$ cat config.mk
export PLATFORM = sky130hd
export DESIGN_NAME = keyed_sysctl
export DESIGN_NICKNAME = d
export VERILOG_FILES = /design/src/rtl/ksc_pkg.sv /design/src/rtl/ksc_refcnt.sv /design/src/rtl/ksc_pdrom.sv /design/src/rtl/ksc_regfile.sv /design/src/rtl/keyed_sysctl.sv
export SDC_FILE = /design/constraint.sdc
export NUM_CORES = 1
export LEC_CHECK = 0
export BUFFER_PORTS_ARGS = -buffer_cell sky130_fd_sc_hd__buf_4
export CORE_ASPECT_RATIO = 1.75
export CORE_MARGIN = 2
export CORE_UTILIZATION = 56
export CTS_BUF_LIST = sky130_fd_sc_hd__clkbuf_4
export DETAILED_ROUTE_END_ITERATION = 16
export HOLD_SLACK_MARGIN = 0.1
export MAX_ROUTING_LAYER = met4
export PLACE_DENSITY = 0.78
export SLEW_MARGIN = 10
export SYNTH_ARGS = -nofsm -noshare
export SYNTH_HDL_FRONTEND = slang
export SYNTH_SLANG_ARGS = --single-unit
$ cat constraint.sdc
create_clock -name clk -period 1.99 [get_ports clk]
set_input_delay 0.0995 -clock clk [delete_from_list [all_inputs] [get_ports clk]]
set_output_delay 0.0995 -clock clk [all_outputs]
set_load 0.01 [all_outputs]
$ cat src/rtl/ksc_pkg.sv
package ksc_pkg;

  localparam int DATA_W   = 32;
  localparam int ADDR_W   = 9;
  localparam int IDX_W    = ADDR_W - 2;
  localparam int TBL_W    = 7;

  localparam int IX_ID      = 0;
  localparam int IX_PROC    = 1;
  localparam int IX_OSC     = 2;
  localparam int IX_CTRL    = 3;
  localparam int IX_STAT    = 4;
  localparam int IX_LOCK    = 5;
  localparam int IX_AUX     = 7;
  localparam int IX_SDRAM   = 8;
  localparam int IX_INIT    = 9;
  localparam int IX_COUNT   = 10;
  localparam int IX_FLG_SET = 12;
  localparam int IX_FLG_CLR = 13;
  localparam int IX_NVF_SET = 14;
  localparam int IX_NVF_CLR = 15;

  localparam logic [DATA_W-1:0] ID_WORD   = 32'h411A_3001;
  localparam logic [DATA_W-1:0] STAT_WORD = 32'h0010_0000;
  localparam logic [DATA_W-1:0] OSC_RST   = 32'h0100_0048;
  localparam logic [DATA_W-1:0] AUX_RST   = 32'h0007_FEFF;
  localparam logic [DATA_W-1:0] SDRAM_RST = 32'h0001_1122;
  localparam logic [DATA_W-1:0] INIT_RST  = 32'h0000_0112;
  localparam logic [15:0]       LOCK_KEY  = 16'hA05F;

  typedef enum logic [2:0] {
    SZ_SMALL = 3'd0,
    SZ_32    = 3'd1,
    SZ_64    = 3'd2,
    SZ_128   = 3'd3,
    SZ_256   = 3'd4
  } size_cls_e;

  function automatic size_cls_e classify_size(input logic [15:0] mb);
    if (mb >= 16'd256)      return SZ_256;
    else if (mb >= 16'd128) return SZ_128;
    else if (mb >= 16'd64)  return SZ_64;
    else if (mb >= 16'd32)  return SZ_32;
    else                    return SZ_SMALL;
  endfunction

  function automatic logic [7:0] sdram_size_bits(input size_cls_e c);
    case (c)
      SZ_256:  return 8'h10;
      SZ_128:  return 8'h0C;
      SZ_64:   return 8'h08;
      SZ_32:   return 8'h04;
      default: return 8'h00;
    endcase
  endfunction

  function automatic logic [7:0] pd_size_byte(input size_cls_e c);
    case (c)
      SZ_256:  return 8'h40;
      SZ_128:  return 8'h20;
      SZ_64:   return 8'h10;
      SZ_32:   return 8'h04;
      default: return 8'h02;
    endcase
  endfunction

endpackage

$ cat src/rtl/ksc_refcnt.sv
module ksc_refcnt #(
  parameter int DIV   = 4,
  parameter int CNT_W = 32
) (
  input  logic             clk,
  input  logic             rst,
  output logic [CNT_W-1:0] count_o
);

  logic tick;

  generate
    if (DIV <= 1) begin : g_nodiv
      assign tick = 1'b1;
    end else begin : g_div
      localparam int PW = $clog2(DIV);
      localparam logic [PW-1:0] LAST = PW'(DIV - 1);
      logic [PW-1:0] pre_q;
      always_ff @(posedge clk) begin
        if (rst)              pre_q <= '0;
        else if (pre_q == LAST) pre_q <= '0;
        else                  pre_q <= pre_q + 1'b1;
      end
      assign tick = (pre_q == LAST);
    end
  endgenerate

  always_ff @(posedge clk) begin
    if (rst)       count_o <= '0;
    else if (tick) count_o <= count_o + 1'b1;
  end

endmodule

$ cat src/rtl/ksc_pdrom.sv
module ksc_pdrom
  import ksc_pkg::*;
(
  input  logic [TBL_W-1:0] idx_i,
  input  size_cls_e        size_i,
  output logic [7:0]       byte_o
);

  always_comb begin
    case (idx_i)
      7'd0:  byte_o = 8'h80;
      7'd1:  byte_o = 8'h08;
      7'd2:  byte_o = 8'h04;
      7'd3:  byte_o = 8'h0B;
      7'd4:  byte_o = 8'h09;
      7'd5:  byte_o = 8'h01;
      7'd6:  byte_o = 8'h40;
      7'd8:  byte_o = 8'h02;
      7'd9:  byte_o = 8'hA0;
      7'd10: byte_o = 8'hA0;
      7'd13: byte_o = 8'h08;
      7'd15: byte_o = 8'h01;
      7'd16: byte_o = 8'h0E;
      7'd17: byte_o = 8'h04;
      7'd18: byte_o = 8'h1C;
      7'd19: byte_o = 8'h01;
      7'd20: byte_o = 8'h02;
      7'd21: byte_o = 8'h20;
      7'd22: byte_o = 8'hC0;
      7'd27: byte_o = 8'h30;
      7'd28: byte_o = 8'h28;
      7'd29: byte_o = 8'h30;
      7'd30: byte_o = 8'h28;
      7'd31: byte_o = pd_size_byte(size_i);
      default: byte_o = 8'h00;
    endcase
  end

endmodule

$ cat src/rtl/ksc_regfile.sv
module ksc_regfile
  import ksc_pkg::*;
(
  input  logic              clk,
  input  logic              rst,
  input  logic [15:0]       mem_mb_i,
  input  logic              wr_en_i,
  input  logic [IDX_W-1:0]  wr_idx_i,
  input  logic [DATA_W-1:0] wr_data_i,
  input  logic [IDX_W-1:0]  rd_idx_i,
  output logic [DATA_W-1:0] rd_data_o,
  input  logic [DATA_W-1:0] count_i,
  output logic              led_o,
  output logic              remap_o,
  output logic              rst_req_o
);

  logic [DATA_W-1:0] osc_q, aux_q, sdram_q, init_q, flags_q, nvflags_q;
  logic [15:0]       key_q;
  logic              unlocked;

  assign unlocked = (key_q == LOCK_KEY);

  always_ff @(posedge clk) begin
    if (rst) begin
      osc_q     <= OSC_RST;
      aux_q     <= AUX_RST;
      sdram_q   <= SDRAM_RST | {24'b0, sdram_size_bits(classify_size(mem_mb_i))};
      init_q    <= INIT_RST;
      flags_q   <= '0;
      nvflags_q <= '0;
      key_q     <= '0;
      led_o     <= 1'b0;
      remap_o   <= 1'b0;
      rst_req_o <= 1'b0;
    end else begin
      rst_req_o <= 1'b0;
      if (wr_en_i) begin
        case (wr_idx_i)
          IDX_W'(IX_OSC):     if (unlocked) osc_q <= wr_data_i;
          IDX_W'(IX_AUX):     if (unlocked) aux_q <= wr_data_i;
          IDX_W'(IX_CTRL): begin
            led_o     <= wr_data_i[0];
            remap_o   <= wr_data_i[2];
            rst_req_o <= wr_data_i[3];
          end
          IDX_W'(IX_LOCK):    key_q     <= wr_data_i[15:0];
          IDX_W'(IX_SDRAM):   sdram_q   <= wr_data_i;
          IDX_W'(IX_INIT):    init_q    <= wr_data_i;
          IDX_W'(IX_FLG_SET): flags_q   <= flags_q | wr_data_i;
          IDX_W'(IX_FLG_CLR): flags_q   <= flags_q & ~wr_data_i;
          IDX_W'(IX_NVF_SET): nvflags_q <= nvflags_q | wr_data_i;
          IDX_W'(IX_NVF_CLR): nvflags_q <= nvflags_q & ~wr_data_i;
          default: ;
        endcase
      end
    end
  end

  always_comb begin
    case (rd_idx_i)
      IDX_W'(IX_ID):      rd_data_o = ID_WORD;
      IDX_W'(IX_OSC):     rd_data_o = osc_q;
      IDX_W'(IX_CTRL):    rd_data_o = {29'b0, remap_o, 1'b0, led_o};
      IDX_W'(IX_STAT):    rd_data_o = STAT_WORD;
      IDX_W'(IX_LOCK):    rd_data_o = {15'b0, unlocked, key_q};
      IDX_W'(IX_AUX):     rd_data_o = aux_q;
      IDX_W'(IX_SDRAM):   rd_data_o = sdram_q;
      IDX_W'(IX_INIT):    rd_data_o = init_q;
      IDX_W'(IX_COUNT):   rd_data_o = count_i;
      IDX_W'(IX_FLG_SET): rd_data_o = flags_q;
      IDX_W'(IX_NVF_SET): rd_data_o = nvflags_q;
      default:            rd_data_o = '0;
    endcase
  end

endmodule

$ cat src/rtl/keyed_sysctl.sv
module keyed_sysctl
  import ksc_pkg::*;
#(
  parameter int REFDIV = 4
) (
  input  logic               clk,
  input  logic               rst,
  input  logic [15:0]        mem_mb_i,
  input  logic               req_valid_i,
  output logic               req_ready_o,
  input  logic               req_write_i,
  input  logic [ADDR_W-1:0]  req_addr_i,
  input  logic [DATA_W-1:0]  req_wdata_i,
  output logic               rsp_valid_o,
  input  logic               rsp_ready_i,
  output logic [DATA_W-1:0]  rsp_rdata_o,
  output logic               remap_o,
  output logic               led_o,
  output logic               sys_reset_req_o
);

  localparam int WIN_BIT  = ADDR_W - 1;
  localparam int HALF_BIT = TBL_W;

  logic              accept, in_window;
  logic [IDX_W-1:0]  idx;
  logic [DATA_W-1:0] reg_rd, word_rd, ref_cnt;
  logic [7:0]        pd_byte;
  size_cls_e         size_q;

  assign req_ready_o = !rsp_valid_o || rsp_ready_i;
  assign accept      = req_valid_i && req_ready_o;
  assign in_window   = req_addr_i[WIN_BIT];
  assign idx         = req_addr_i[ADDR_W-1:2];

  always_ff @(posedge clk) begin
    if (rst) size_q <= classify_size(mem_mb_i);
  end

  ksc_refcnt #(.DIV(REFDIV), .CNT_W(DATA_W)) u_cnt (
    .clk     (clk),
    .rst     (rst),
    .count_o (ref_cnt)
  );

  ksc_pdrom u_pd (
    .idx_i  (req_addr_i[TBL_W-1:0]),
    .size_i (size_q),
    .byte_o (pd_byte)
  );

  ksc_regfile u_regs (
    .clk       (clk),
    .rst       (rst),
    .mem_mb_i  (mem_mb_i),
    .wr_en_i   (accept && req_write_i && !in_window),
    .wr_idx_i  (idx),
    .wr_data_i (req_wdata_i),
    .rd_idx_i  (idx),
    .rd_data_o (reg_rd),
    .count_i   (ref_cnt),
    .led_o     (led_o),
    .remap_o   (remap_o),
    .rst_req_o (sys_reset_req_o)
  );

  always_comb begin
    if (!in_window)                word_rd = reg_rd;
    else if (req_addr_i[HALF_BIT]) word_rd = '0;
    else                           word_rd = {24'b0, pd_byte};
  end

  always_ff @(posedge clk) begin
    if (rst) begin
      rsp_valid_o <= 1'b0;
      rsp_rdata_o <= '0;
    end else if (accept) begin
      rsp_valid_o <= 1'b1;
      rsp_rdata_o <= req_write_i ? '0 : word_rd;
    end else if (rsp_ready_i) begin
      rsp_valid_o <= 1'b0;
    end
  end

endmodule

==> impl_metrics.env <==
export IMPL_h_tree_depth=3
export IMPL_portBuffers=93
export IMPL_setup_slack_ps=2.69
export IMPL_async_flop_share_pct=0
export IMPL_fmax_mhz=503
export IMPL_worstHoldStart="req_wdata_i[8]"
export IMPL_grt_max_degree=98
export IMPL_wl_per_cell_um=22.6
export IMPL_ys_warn_count=0
export IMPL_crit_required_ps=2580
export IMPL_arrival_ps=2580
export IMPL_synth_nets=1578
export IMPL_whs_path_depth=4
export IMPL_tritoncts_num_buffers=67
export IMPL_area_delta_synth_final_pct=26.8
export IMPL_cap_violations=0
export IMPL_leakage_nw=6.68
export IMPL_overflow=0
export IMPL_fill_cells=1811
export IMPL_regArea_sq_um=5720
export IMPL_hp_class="input pin to flop"
export IMPL_finalHoldViolCount=0
export IMPL_ff2ff_path_depth=9
export IMPL_netlist_area_sq_um=13200
export IMPL_slew_headroom_pct=50.4
export IMPL_die_area_sq_um=24900
export IMPL_fin_skew_ps=67.3
export IMPL_drt_wl_total_um=48200
export IMPL_grt_first_pass_wirelength_um=72600
export IMPL_drive_gt1_share_pct=23.3
export IMPL_multiInputGateArea_sq_um=6990
export IMPL_fp_dieW_um=120
export IMPL_clkTransAtPathRegs_ps=70
export IMPL_min_period_over_period_pct=99.9
export IMPL_holdPathEnd="u_regs.sdram_q[8]"
export IMPL_drc=0
export IMPL_rsz0062_at_grt="true"
export IMPL_synth_area_per_cell_sq_um=8.75
export IMPL_die_y_um=207
export IMPL_initial_core_util_pct=56.8
export IMPL_synth_top_cell_area_share_pct=41.1
export IMPL_synth_edf_count=9
export IMPL_clk_path_buf_depth=3
export IMPL_synth_top_area_cell="dfxtp_1"
export IMPL_ys_types=79
export IMPL_worstPathMaxFanout=8
export IMPL_peakVddDrop_uv=489
export IMPL_synthTopCellsByArea="dfxtp_1, mux2i_1, nand2_1"
export IMPL_preCtsSetupSlack_ps=-84.8
export IMPL_maxSlewViolCount=0
export IMPL_cts_sinks=281
export IMPL_final_min_clock_period_ps=1990
export IMPL_r2r_slack_ps=3
export IMPL_drt_iter0_drc=1471
export IMPL_p_total_mw=11.6
export IMPL_drt_vias_per_instance=6.26
export IMPL_antenna_found_initial=1
export IMPL_grt_pass1_vias=13200
export IMPL_ys_seq_area_share_pct=43.2
export IMPL_num_rows=74
export IMPL_synthCells=1514
export IMPL_worst_setup_path_end_kind="flop"
export IMPL_synth_ff_type="dfxtp_1"
export IMPL_ios=99
export IMPL_status="completed"
export IMPL_grt_usage_pct=38.8
export IMPL_powerDensity_nw_per_um2=691
export IMPL_ys_ff_latch=281
export IMPL_drt_pass1_iter_count=6
export IMPL_gp_congestion=0.993
export IMPL_antenna_left=0
export IMPL_cts_root_buf="clkbuf_4"
export IMPL_nNetsFinal=1842
export IMPL_post_dp_hpwl_um=31600
export IMPL_tightestPinTransition_ps=734
export IMPL_clock_latency_ps=730
export IMPL_crit_path_start_kind="flop"
export IMPL_r2r_start="rsp_valid_o"
export IMPL_path_class="flop to flop"
export IMPL_setup_viol=0
export IMPL_vias=13400
export IMPL_cts_tree="yes"
export IMPL_coreArea_sq_um=23300
cell type report:
type | count | share of cell area [%]
Multi-Input combinational cell | 1107 | 41.7
Sequential cell | 281 | 34.1
Timing Repair Buffer | 312 | 16.5
Clock buffer | 100 | 4.47
Tap cell | 304 | 2.27
Clock inverter | 20 | 0.842
Inverter | 9 | 0.209
Antenna cell | 1 | 0.0149
where the power goes:
part | switching (mW) | internal, mW | leakage [nW] | total (mW)
logic | 0.595 | 0.371 | 3.87 | 0.966
clock network | 2.38 | 2.57 | 0.522 | 4.96
registers | 0.0145 | 5.67 | 2.29 | 5.68
total | 2.99 | 8.61 | 6.68 | 11.6
critical path, cell delays in order, from the launching register on:
cell and delay, ps:
dfxtp_1 310, nor2b_1 140, inv_1 120, nand4_4 190, buf_12 200, nor4_4 190, buf_4 200, buf_2 260
nand2_1 110, mux2i_1 120
worst max-delay path by stage:
stage                                start           endpoint  slack [ps]  cells past startpoint
final                          rsp_valid_o               flop           3                      9
after global routing      u_regs.key_q[12]   u_regs.aux_q[26]         -70                      7
after CTS                      rsp_valid_o               flop         -50                      8
after detailed placement  u_regs.key_q[11]   u_regs.osc_q[11]         -80                      7
after global placement       req_addr_i[3]     rsp_rdata_o[2]         -40                      8
after floorplan                rsp_valid_o  u_regs.sdram_q[0]           7                      7
metrics by stage:
| step | std cells | hold slack (ps) | cell area (sq um) | TNS [ps] | util, % |
|---|---|---|---|---|---|
| finish | 2134 | 193 | 16800 | 0 | 72.0 |
| global route | 2134 | 215 | 16800 | -740 | 72.0 |
| CTS | 2126 | 156 | 16700 | -240 | 71.5 |
| detailed placement | 1951 | 385 | 15200 | -1950 | 65.0 |
| global placement | 1951 | 372 | 15200 | -711 | 65.0 |
| floorplan | 1514 | 212 | 13200 | 0 | - |
Yosys cell counts, types with 8 or more instances:
| library cell | count |
|---|---|
| a32oi_1 | 10 |
| xnor2_1 | 9 |
| edfxtp_1 | 9 |
| xor2_1 | 11 |
| buf_2 | 36 |
| clkbuf_1 | 65 |
| mux2_2 | 10 |
| nor2_1 | 125 |
| mux2i_1 | 174 |
| and3_1 | 20 |
| inv_1 | 8 |
| a22o_1 | 23 |
| dfxtp_1 | 272 |
| a221oi_1 | 22 |
| nand2_1 | 333 |
| o21ai_0 | 26 |
| a22oi_1 | 27 |
| nor3_1 | 15 |
| nor2b_1 | 14 |
| a21oi_1 | 69 |
| nand3_1 | 37 |
| nand4_1 | 16 |
layer usage:
| layer | wire length, um | part of all wire [%] | GRT usage, % | vias up |
|---|---|---|---|---|
| met5 | 0 | 0 | - | - |
| met4 | 3930 | 8.2 | 30.9 | 0 |
| met3 | 4720 | 9.8 | 7.91 | 253 |
| met2 | 23300 | 48 | 61.5 | 876 |
| met1 | 16300 | 34 | 41.8 | 6292 |
| li1 | - | - | - | 5946 |
logic make-up after synthesis:
kind of cell    count (synthesis)  share of synthesized area [%]
xor+xnor                       20                           1.32
simple gates                  638                           22.6
flops                         281                           43.2
mux                           184                           14.0
compound gates                263                           14.2
fa+ha+maj                       2                          0.189
buf+inv                       126                           4.45
placed cells by master, fill, tap and decap left out, types with 8 or more instances in the layout:
| master | count |
|---|---|
| nand4_1 | 16 |
| xnor2_1 | 9 |
| o21ai_0 | 26 |
| nand3_1 | 37 |
| clkbuf_4 | 100 |
| inv_1 | 8 |
| nor2_1 | 123 |
| a22o_1 | 23 |
| mux2_2 | 10 |
| a21oi_1 | 68 |
| edfxtp_1 | 9 |
| a221oi_1 | 22 |
| and3_1 | 20 |
| nand2_1 | 332 |
| a32oi_1 | 10 |
| dlygate4sd3_1 | 51 |
| xor2_1 | 11 |
| buf_4 | 230 |
| buf_6 | 10 |
| clkinv_1 | 11 |
| buf_12 | 17 |
| a22oi_1 | 27 |
| dfxtp_1 | 268 |
| nor3_1 | 14 |
| mux2i_1 | 173 |
| nor2b_1 | 12 |
what timing repair did:
item,in CTS,in global routing
resized for setup,10,21
setup endpoints to repair,56,119
pin swaps,2,7
endpoints found under the hold margin,272,6
hold buffers,50,2
buffers inserted,3,6
cloned,2,3
Power figures use the tool's default switching activity.
